===== src/rtl/nfix_pkg.sv =====
package nfix_pkg;
  localparam int SYM_W = 12;
  typedef enum logic [1:0] {ST_IDLE, ST_CHK, ST_RD, ST_WR} nfix_state_e;
endpackage


===== src/rtl/nfix_map.sv =====
// Symbol position -> byte address and XOR masks (flat page address space)
module nfix_map import nfix_pkg::*; #(
  parameter int POS_W  = 11,
  parameter int ADDR_W = 12
) (
  input  logic [POS_W-1:0]  pos_i,
  input  logic [SYM_W-1:0]  pat_i,
  output logic [ADDR_W-1:0] base_o,
  output logic [7:0]        xor_lo_o,
  output logic [7:0]        xor_hi_o,
  output logic              two_o
);
  logic [POS_W+1:0] pos3;
  logic [POS_W:0]   half;

  always_comb begin
    pos3 = {2'b00, pos_i} + {1'b0, pos_i, 1'b0};
    half = pos3[POS_W+1:1];
    two_o = (pos_i != '0);
    if (pos_i == '0) begin
      base_o   = '0;
      xor_lo_o = pat_i[7:0];
      xor_hi_o = 8'h00;
    end else if (pos_i[0]) begin
      base_o   = ADDR_W'(half);
      xor_lo_o = pat_i[11:4];
      xor_hi_o = {pat_i[3:0], 4'h0};
    end else begin
      base_o   = ADDR_W'(half - 1'b1);
      xor_lo_o = {4'h0, pat_i[11:8]};
      xor_hi_o = pat_i[7:0];
    end
  end
endmodule


===== src/rtl/nfix_check.sv =====
// Whole-page acceptance test over the captured slots
module nfix_check import nfix_pkg::*; #(
  parameter int MAX_ERR  = 4,
  parameter int POS_W    = 11,
  parameter int NCNT_W   = 3,
  parameter int LAST_POS = 1374
) (
  input  logic [NCNT_W-1:0] cnt_i,
  input  logic [POS_W-1:0]  loc_i [MAX_ERR],
  input  logic [SYM_W-1:0]  pat_i [MAX_ERR],
  output logic              bad_o
);
  always_comb begin
    bad_o = (int'(cnt_i) > MAX_ERR);
    for (int i = 0; i < MAX_ERR; i++) begin
      if (i < int'(cnt_i)) begin
        if (int'(loc_i[i]) > LAST_POS) bad_o = 1'b1;
        if (loc_i[i] == '0 && pat_i[i][SYM_W-1:8] != '0) bad_o = 1'b1;
      end
    end
  end
endmodule


===== src/rtl/nfix_seq.sv =====
module nfix_seq import nfix_pkg::*; #(
  parameter int MAX_ERR  = 4,
  parameter int POS_W    = 11,
  parameter int ADDR_W   = 12,
  parameter int NCNT_W   = 3,
  parameter int CNT_W    = 16,
  parameter int LAST_POS = 1374
) (
  input  logic                      clk_i,
  input  logic                      rst_ni,
  input  logic                      start_i,
  input  logic [NCNT_W-1:0]         cnt_i,
  input  logic [MAX_ERR*POS_W-1:0]  loc_i,
  input  logic [MAX_ERR*SYM_W-1:0]  pat_i,
  output logic [NCNT_W-1:0]         cnt_q_o,
  output logic [POS_W-1:0]          loc_q_o [MAX_ERR],
  output logic [SYM_W-1:0]          pat_q_o [MAX_ERR],
  input  logic                      bad_i,
  input  logic [ADDR_W-1:0]         base_i [MAX_ERR],
  input  logic [7:0]                xlo_i [MAX_ERR],
  input  logic [7:0]                xhi_i [MAX_ERR],
  input  logic [MAX_ERR-1:0]        two_i,
  output logic                      mem_en_o,
  output logic                      mem_we_o,
  output logic [ADDR_W-1:0]         mem_addr_o,
  output logic [7:0]                mem_wdata_o,
  input  logic [7:0]                mem_rdata_i,
  output logic                      done_o,
  output logic                      fail_o,
  output logic [CNT_W-1:0]          corr_cnt_o,
  output logic [CNT_W-1:0]          fail_cnt_o
);
  localparam int IDX_W     = (MAX_ERR > 1) ? $clog2(MAX_ERR) : 1;
  localparam int LAST_BYTE = (LAST_POS * 3) / 2 + (LAST_POS % 2);

  nfix_state_e       state_q;
  logic [NCNT_W-1:0] slot_q;
  logic              byte_q;
  logic [IDX_W-1:0]  idx;
  logic [7:0]        cur_xor;

  assign idx     = IDX_W'(slot_q);
  assign cur_xor = byte_q ? xhi_i[idx] : xlo_i[idx];

  assign mem_en_o    = (state_q == ST_RD) || (state_q == ST_WR);
  assign mem_we_o    = (state_q == ST_WR);
  assign mem_addr_o  = base_i[idx] + ADDR_W'(byte_q);
  assign mem_wdata_o = mem_rdata_i ^ cur_xor;

  always_ff @(posedge clk_i or negedge rst_ni) begin
    if (!rst_ni) begin
      state_q    <= ST_IDLE;
      slot_q     <= '0;
      byte_q     <= 1'b0;
      cnt_q_o    <= '0;
      done_o     <= 1'b0;
      fail_o     <= 1'b0;
      corr_cnt_o <= '0;
      fail_cnt_o <= '0;
      for (int i = 0; i < MAX_ERR; i++) begin
        loc_q_o[i] <= '0;
        pat_q_o[i] <= '0;
      end
    end else begin
      done_o <= 1'b0;
      fail_o <= 1'b0;
      case (state_q)
        ST_IDLE: if (start_i) begin
          cnt_q_o <= cnt_i;
          for (int i = 0; i < MAX_ERR; i++) begin
            loc_q_o[i] <= loc_i[i*POS_W +: POS_W];
            pat_q_o[i] <= pat_i[i*SYM_W +: SYM_W];
          end
          state_q <= ST_CHK;
        end
        ST_CHK: begin
          slot_q <= '0;
          byte_q <= 1'b0;
          if (bad_i) begin
            done_o     <= 1'b1;
            fail_o     <= 1'b1;
            fail_cnt_o <= fail_cnt_o + 1'b1;
            state_q    <= ST_IDLE;
          end else if (cnt_q_o == '0) begin
            done_o  <= 1'b1;
            state_q <= ST_IDLE;
          end else begin
            state_q <= ST_RD;
          end
        end
        ST_RD: state_q <= ST_WR;
        ST_WR: begin
          if (!byte_q && two_i[idx]) begin
            byte_q  <= 1'b1;
            state_q <= ST_RD;
          end else if (slot_q + 1'b1 < cnt_q_o) begin
            slot_q  <= slot_q + 1'b1;
            byte_q  <= 1'b0;
            state_q <= ST_RD;
          end else begin
            done_o     <= 1'b1;
            corr_cnt_o <= corr_cnt_o + CNT_W'(cnt_q_o);
            state_q    <= ST_IDLE;
          end
        end
        default: state_q <= ST_IDLE;
      endcase
    end
  end


  rmw_pair_chk: assert property (@(posedge clk_i) disable iff (!rst_ni)
    mem_we_o |-> ($past(mem_en_o && !mem_we_o) && mem_addr_o == $past(mem_addr_o)));

  addr_bound_chk: assert property (@(posedge clk_i) disable iff (!rst_ni)
    mem_en_o |-> (mem_addr_o <= ADDR_W'(LAST_BYTE)));

  fail_quiet_chk: assert property (@(posedge clk_i) disable iff (!rst_ni)
    (done_o && fail_o) |-> ($past(state_q) == ST_CHK && !$past(mem_en_o)));

  cnt_hold_chk: assert property (@(posedge clk_i) disable iff (!rst_ni)
    !done_o |-> ($stable(corr_cnt_o) && $stable(fail_cnt_o)));

  done_idle_chk: assert property (@(posedge clk_i) disable iff (!rst_ni)
    done_o |-> !mem_en_o);

  busy_hold_chk: assert property (@(posedge clk_i) disable iff (!rst_ni)
    (state_q != ST_IDLE) |=> $stable(cnt_q_o));
endmodule


===== src/rtl/nfix_apply.sv =====
module nfix_apply import nfix_pkg::*; #(
  parameter int DATA_BYTES  = 2048,
  parameter int SPARE_BYTES = 64,
  parameter int MAX_ERR     = 4,
  parameter int POS_W       = 11,
  parameter int LAST_POS    = 1374,
  parameter int CNT_W       = 16,
  localparam int ADDR_W     = $clog2(DATA_BYTES + SPARE_BYTES),
  localparam int NCNT_W     = $clog2(MAX_ERR + 1)
) (
  input  logic                     clk_i,
  input  logic                     rst_ni,
  input  logic                     start_i,
  input  logic [NCNT_W-1:0]        err_cnt_i,
  input  logic [MAX_ERR*POS_W-1:0] err_loc_i,
  input  logic [MAX_ERR*SYM_W-1:0] err_pat_i,
  output logic                     mem_en_o,
  output logic                     mem_we_o,
  output logic [ADDR_W-1:0]        mem_addr_o,
  output logic [7:0]               mem_wdata_o,
  input  logic [7:0]               mem_rdata_i,
  output logic                     done_o,
  output logic                     fail_o,
  output logic [CNT_W-1:0]         corr_cnt_o,
  output logic [CNT_W-1:0]         fail_cnt_o
);
  logic [NCNT_W-1:0]  cnt_q;
  logic [POS_W-1:0]   loc_q [MAX_ERR];
  logic [SYM_W-1:0]   pat_q [MAX_ERR];
  logic [ADDR_W-1:0]  base  [MAX_ERR];
  logic [7:0]         xlo   [MAX_ERR];
  logic [7:0]         xhi   [MAX_ERR];
  logic [MAX_ERR-1:0] two;
  logic               bad;

  for (genvar g = 0; g < MAX_ERR; g++) begin : g_map
    nfix_map #(.POS_W(POS_W), .ADDR_W(ADDR_W)) u_map (
      .pos_i   (loc_q[g]),
      .pat_i   (pat_q[g]),
      .base_o  (base[g]),
      .xor_lo_o(xlo[g]),
      .xor_hi_o(xhi[g]),
      .two_o   (two[g])
    );
  end

  nfix_check #(.MAX_ERR(MAX_ERR), .POS_W(POS_W), .NCNT_W(NCNT_W),
               .LAST_POS(LAST_POS)) u_check (
    .cnt_i(cnt_q), .loc_i(loc_q), .pat_i(pat_q), .bad_o(bad)
  );

  nfix_seq #(.MAX_ERR(MAX_ERR), .POS_W(POS_W), .ADDR_W(ADDR_W), .NCNT_W(NCNT_W),
             .CNT_W(CNT_W), .LAST_POS(LAST_POS)) u_seq (
    .clk_i      (clk_i),
    .rst_ni     (rst_ni),
    .start_i    (start_i),
    .cnt_i      (err_cnt_i),
    .loc_i      (err_loc_i),
    .pat_i      (err_pat_i),
    .cnt_q_o    (cnt_q),
    .loc_q_o    (loc_q),
    .pat_q_o    (pat_q),
    .bad_i      (bad),
    .base_i     (base),
    .xlo_i      (xlo),
    .xhi_i      (xhi),
    .two_i      (two),
    .mem_en_o   (mem_en_o),
    .mem_we_o   (mem_we_o),
    .mem_addr_o (mem_addr_o),
    .mem_wdata_o(mem_wdata_o),
    .mem_rdata_i(mem_rdata_i),
    .done_o     (done_o),
    .fail_o     (fail_o),
    .corr_cnt_o (corr_cnt_o),
    .fail_cnt_o (fail_cnt_o)
  );
endmodule


===== config.mk =====
export PLATFORM = sky130hd
export DESIGN_NAME = nfix_apply
export DESIGN_NICKNAME = d
export VERILOG_FILES = /design/src/rtl/nfix_pkg.sv /design/src/rtl/nfix_map.sv /design/src/rtl/nfix_check.sv /design/src/rtl/nfix_seq.sv /design/src/rtl/nfix_apply.sv
export SDC_FILE = /design/constraint.sdc
export NUM_CORES = 1
export LEC_CHECK = 0
export ABC_CLOCK_PERIOD_IN_PS = 4700
export BUFFER_PORTS_ARGS = -buffer_cell sky130_fd_sc_hd__buf_2
export CAP_MARGIN = 30
export CORE_MARGIN = 4
export CORE_UTILIZATION = 50
export DETAILED_ROUTE_END_ITERATION = 16
export GPL_TIMING_DRIVEN = 0
export PLACE_DENSITY_LB_ADDON = 0.3
export SLEW_MARGIN = 20
export SYNTH_ARGS = -nofsm -noshare
export SYNTH_HDL_FRONTEND = slang
export SYNTH_SLANG_ARGS = --single-unit

===== constraint.sdc =====
create_clock -name clk_i -period 4.7 [get_ports clk_i]
set_clock_uncertainty 0.05 [all_clocks]
set_input_delay 0.235 -clock clk_i [delete_from_list [all_inputs] [get_ports clk_i]]
set_output_delay 0.235 -clock clk_i [all_outputs]
set_load 0.01 [all_outputs]

==> Word-level counts from Yosys, hierarchy flattened <==
Cells that the tools add are included.
{ "totals": {"output_inout_bits": 56, "inputBits": 106, "regBits": 135, "wordCells": 145} }
{ "op_classes": {"mux": 67, "add_sub_neg": 12, "order_cmp": 12, "eq_ne": 7, "reduce_logical": 27, "bitwise_logic": 4} }
{ "op_table": {"columns": ["op", "count"], "rows": [
  ["$mux W8", 21],
  ["$mux W12", 10],
  ["$add A11 B12 Y13", 4],
  ["$sub A12 B1 Y12 const B", 4],
  ["$gt A11 B11 Y1 const B", 4],
  ["$logic_not A11 Y1", 4],
  ["$reduce_bool A11 Y1", 4],
  ["$bmux W8 S2", 2],
  ["$bmux W12 S2", 1],
  ["$mux W1", 21],
  ["$add A16 B1 Y16 const B", 1],
  ["$add A16 B3 Y16", 1],
  ["$reduce_bool A4 Y1", 4],
  ["$add A12 B1 Y12", 1],
  ["$mux W2", 5],
  ["$pmux W2 S4", 1],
  ["$xor A8 B8 Y8", 1],
  ["$lt A1 B3 Y1 const A", 2],
  ["$lt A2 B3 Y1 const A", 2],
  ["$mux W3", 2],
  ["$pmux W3 S2", 1],
  ["$reduce_and A2 Y1", 3],
  ["$reduce_and A3 Y1", 2],
  ["$logic_and A1 B1 Y1", 5],
  ["other kinds (19)", 23]
]} }

==> Logic depth before layout (Yosys ltp) <==
{ "depth": {"word_depth": 15, "ltp_mapped": 16, "depth_no_buf": 14} }

==> Cells and area by module <==
A second synthesis with hierarchy kept.
{ "unflattened": {"hier_cells": 1129, "area_unflattened_um2": 11104.4} }
{ "by_module_without_submodules": {"columns": ["mod", "seq_area_each_um2", "area_per_inst_um2", "cells_each", "n_inst"], "rows": [
  ["nfix_seq", 3378.2, 6451.2, 447, 1],
  ["nfix_map at g_map[0].u_map ...", 0.0, 1097.3, 157, 2],
  ["nfix_map at g_map[1].u_map ...", 0.0, 1058.5, 158, 2],
  ["nfix_check", 0.0, 341.6, 52, 1]
]} }

==> Worst setup path after synthesis <==
No wires, ideal clock.
{ "synth_path": {"path_type": "reg-to-output", "start": "register u_seq.loc_q_o[22] in the netlist's numbering", "end": "output port mem_addr_o[9]", "required_ns": 4.415, "path_stages_with_launch": 16, "t_arrival_ns": 3.680, "n_path_buf": 2, "path_slack_ns": 0.735, "path_cell_list": "dfrtp_1 clkbuf_1 buf_1 inv_1 ha_1 inv_1 ha_1 inv_1 or3_1 a21oi_1 nand3_1 o311a_1 o41ai_1 or2_4 nor2_1 xnor2_1"} }
{ "synth_via": {"elab_chain_len": 8} }
{ "synth_lines": {"columns": ["element", "line", "text"], "rows": [
  ["start, declared", "nfix_seq.sv:16", "output logic [POS_W-1:0] loc_q_o [MAX_ERR],"],
  ["start signal, assigned by index", "nfix_seq.sv:71", "loc_q_o[i] <= loc_i[i*POS_W +: POS_W];"],
  ["$add A11 B12 Y13", "nfix_map.sv:17", "pos3 = {2'b00, pos_i} + {1'b0, pos_i, 1'b0};"],
  ["$sub A12 B1 Y12", "nfix_map.sv:29", "base_o = ADDR_W'(half - 1'b1);"],
  ["$mux W12", "nfix_map.sv:24", "end else if (pos_i[0]) begin"],
  ["$mux W12 (*)", "nfix_map.sv:20", "if (pos_i == '0) begin"],
  ["$bmux W12 S2 (*)", "nfix_seq.sv:47", "assign mem_addr_o = base_i[idx] + ADDR_W'(byte_q);"],
  ["$mux W12 (not written as such) (*) (2 in series)", "nfix_seq.sv:47", null],
  ["$add A12 B1 Y12 (*)", "nfix_seq.sv:47", null],
  ["end, declared", "nfix_apply.sv:19", "output logic [ADDR_W-1:0] mem_addr_o,"]
]} }
Every way passes the cells marked *; elsewhere a longest branch is shown, timed or not. The select of a mux whose other input is x is not followed.

==> Final worst setup path <==
{ "layout_path": {"start": "register u_seq.loc_q_o[34] in the netlist's numbering", "end": "output port mem_addr_o[10]"} }
The elaborated chain is that of the path after synthesis.

==> impl_metrics.env <==
export IMPL_status="completed"
export IMPL_power_density_nw_per_um2=865.3
export IMPL_dr_pass1_iters=8
export IMPL_post_cts_buffers=0
export IMPL_vdd_ir_drop_max_mv=0.3620
export IMPL_synth_seq_cells=135
export IMPL_timing_final_ws_setup_ns=0.1211
export IMPL_synth_area_leaders="dfrtp_1 29%, ha_1 12%, mux2_2 5.9%"
export IMPL_yosysTopAreaCell="dfrtp_1"
export IMPL_hold_violations=0
export IMPL_holdPathEnd="u_seq.loc_q_o[40]$_DFFE_PN0P_"
export IMPL_port_buffers=161
export IMPL_min_delay_start="err_loc_i[7]"
export IMPL_hold_class="in -> reg"
export IMPL_synth_nets=1496
export IMPL_avgSynthCellArea_sq_um=9.013
export IMPL_synth_edf_count=0
export IMPL_hold_depth=3
export IMPL_regArea_sq_um=3379
export IMPL_final_cell_mix="167 x buf_2, 134 x dfrtp_1, 109 x nand2_1, 106 x ha_1, 93 x dlygate4sd3_1"
export IMPL_final_common_cell="buf_2"
export IMPL_routed_via_density=5.792
export IMPL_rows=55
export IMPL_critPathArrivalTime_ns=4.29
export IMPL_max_cap_violations=0
export IMPL_r2r_end="u_seq.fail_cnt_o[15]$_DFFE_PN0P_"
export IMPL_wl_mm=33.88
export IMPL_tightest_slew_ns=0.9724
export IMPL_cts_root_buf="clkbuf_16"
export IMPL_yosysTopAreaCellShare=0.2931
export IMPL_synth_seq_area_share=0.2931
export IMPL_die_area_sq_um=25550
export IMPL_synth_distinct_cells=84
export IMPL_ys_warnings_count=0
export IMPL_hpwl_mm=25.69
export IMPL_multiInputGateArea_sq_um=7654
export IMPL_end_kind="output pin"
export IMPL_drc_errors=0
export IMPL_setup_viol=0
export IMPL_grt_antenna_before_repair=0
export IMPL_setup_tns_ns=0
export IMPL_cp_max_fo=7
export IMPL_ys_flop_type="dfrtp_1"
export IMPL_reg2regPathDepth=14
export IMPL_grtUsageTotal=0.2614
export IMPL_fp_coreArea_sq_um=22640
export IMPL_initial_core_util=0.5091
export IMPL_grt_max_degree=83
export IMPL_cts_sinks=135
export IMPL_syn_area_sq_um=11530
export IMPL_slew_violations=0
export IMPL_netlist_instances=1279
export IMPL_pre_cts_ws_ns=-0.07809
export IMPL_worstPathRequired_ns=4.41
export IMPL_overflow=0
export IMPL_crit_type="reg -> out"
export IMPL_cts_tree="done"
export IMPL_numCtsBuffers=17
export IMPL_place_gp_congestion=0.9507
export IMPL_max_freq_mhz=218.4
export IMPL_dr_total_vias=10727
export IMPL_clk_latency_ns=0.44
export IMPL_start_kind="flip-flop"
export IMPL_clk_pin_slew_worst_paths_ns=0.07
export IMPL_fillers=1937
export IMPL_max_slew_margin=0.3518
export IMPL_area_growth_pct=24.60
export IMPL_leakage_nw=6.501
export IMPL_grt_pass1_vias=10731
export IMPL_finalNetCount=1771
export IMPL_die_w_um=159.8
export IMPL_drtIter0Drc=821
export IMPL_drive_above_1_share=0.2061
export IMPL_diodes=0
export IMPL_rr_startpoint="u_seq.loc_q_o[11]$_DFFE_PN0P_"
export IMPL_rrSetupSlack_ns=0.49
export IMPL_io_pins=162
export IMPL_ys_async_sr_fraction=1.000
export IMPL_clockBufferDepth=2
export IMPL_fin_crit_sh=0.9742
export IMPL_fin_crit_ns=4.579
export IMPL_ant_nets=0
export IMPL_htreeDepth=4
export IMPL_grt_pass1_wl_mm=54.94
export IMPL_die_height_um=159.8
export IMPL_wire_per_inst_um=18.29
[state kept, by name, indices dropped and copies added (netlist names)]
signal / cells
u_seq.pat_q_o: 48
u_seq.byte_q: 1
u_seq.fail_o: 1
u_seq.fail_cnt_o: 16
u_seq.done_o: 1
u_seq.slot_q: 3
u_seq.loc_q_o: 44
u_seq.cnt_q_o: 3
u_seq.state_q: 2
u_seq.corr_cnt_o: 16
[layout make-up]
cell class	instances	area share
Tap cell	285	0.02483
Timing Repair Buffer	256	0.1239
Multi-Input combinational cell	1006	0.5329
Buffer	63	0.02143
Sequential cell	135	0.2353
Clock buffer	17	0.02962
Inverter	75	0.01960
Clock inverter	15	0.01246
[report_power, final]
| group | internal, mW | switching, mW | total (mW) |
|---|---|---|---|
| Combinational | 3.69 | 5.11 | 8.80 |
| Clock | 0.719 | 0.653 | 1.37 |
| Sequential | 1.64 | 0.617 | 2.26 |
| Total | 6.05 | 6.38 | 12.4 |
[metal layers]
metal  global-route usage  vias up  part of all wire
li1                     -     5179                 -
met1               0.3544     5112              0.45
met2               0.4149      359              0.45
met3              0.05006       77             0.061
met4               0.1036        0             0.037
met5                    0        -                 0
[cells in the mapped netlist, drive strengths merged, types with 5 or more instances]
cell / instances
a211o: 6
a211oi: 35
a21o: 9
a21oi: 70
a221o: 8
a22oi: 5
a31oi: 10
and2: 8
and3: 22
buf: 20
clkbuf: 42
dfrtp: 135
fa: 5
ha: 106
inv: 75
mux2: 60
mux2i: 36
mux4: 8
nand2: 110
nand2b: 8
nand3: 18
nand4: 14
nor2: 79
nor2b: 20
nor3: 16
nor3b: 13
nor4: 12
nor4b: 6
o211a: 5
o211ai: 11
o21a: 7
o21ai: 90
o21bai: 6
o221ai: 7
o22ai: 7
o31ai: 5
o41ai: 6
or2: 11
or3: 7
or4: 6
xnor2: 54
xor2: 48
[metrics by stage]
stage	total power, mW	util	instance area (sq um)	cells	hold WS, ns
after floorplan	8.303	-	11530	1279	-0.1106
after global placement	10.48	0.5605	12690	1725	0.3883
after detailed placement	10.65	0.5624	12730	1727	0.1235
after CTS	12.19	0.6305	14270	1851	0.0002542
after global routing	13.42	0.6344	14360	1852	0.006420
final	12.43	0.6344	14360	1852	0.0002676
[timing repair]
item	4_1_cts	5_1_grt
hold buffers	92	1
pin swaps	0	2
cloned	0	0
hold endpoints to repair	144	1
setup endpoints to repair	7	3
gates resized for setup	7	20
[worst max-delay path, stage by stage, from the launching register on]
cell      delay (ns)
dfrtp_2         0.45
ha_1            0.24
fa_2            0.39
a211oi_2        0.23
nor2_1          0.09
xor2_1          0.24
or3_4           0.45
or4_1           0.53
xor2_1          0.19
o221ai_1        0.25
nand2_2         0.13
nor3_2          0.19
xor2_1          0.28
buf_2           0.19
[worst max-delay path by stage]
stage                                   from  slack [ns]             end
2_1_floorplan  u_seq.loc_q_o[22]$_DFFE_PN0P_        0.74   mem_addr_o[9]
5_1_grt        u_seq.loc_q_o[34]$_DFFE_PN0P_    -0.00002  mem_addr_o[10]
3_3_place_gp   u_seq.loc_q_o[22]$_DFFE_PN0P_       -0.03  mem_addr_o[11]
6_report       u_seq.loc_q_o[34]$_DFFE_PN0P_        0.12  mem_addr_o[10]
3_5_place_dp   u_seq.loc_q_o[22]$_DFFE_PN0P_       -0.08  mem_addr_o[11]
4_1_cts        u_seq.loc_q_o[34]$_DFFE_PN0P_        0.02  mem_addr_o[11]
[cells by family after synthesis]
group | Yosys count | share of synthesized area
and+or+nand+nor | 367 | 0.1646
AOI/OAI and AO/OA | 322 | 0.1859
buffers and inverters | 138 | 0.04971
DFF | 135 | 0.2931
adders and majority gates | 111 | 0.1237
muxes | 104 | 0.1055
xor gates and xnor gates | 102 | 0.07750
No activity file was read; power rests on OpenSTA's default activity.
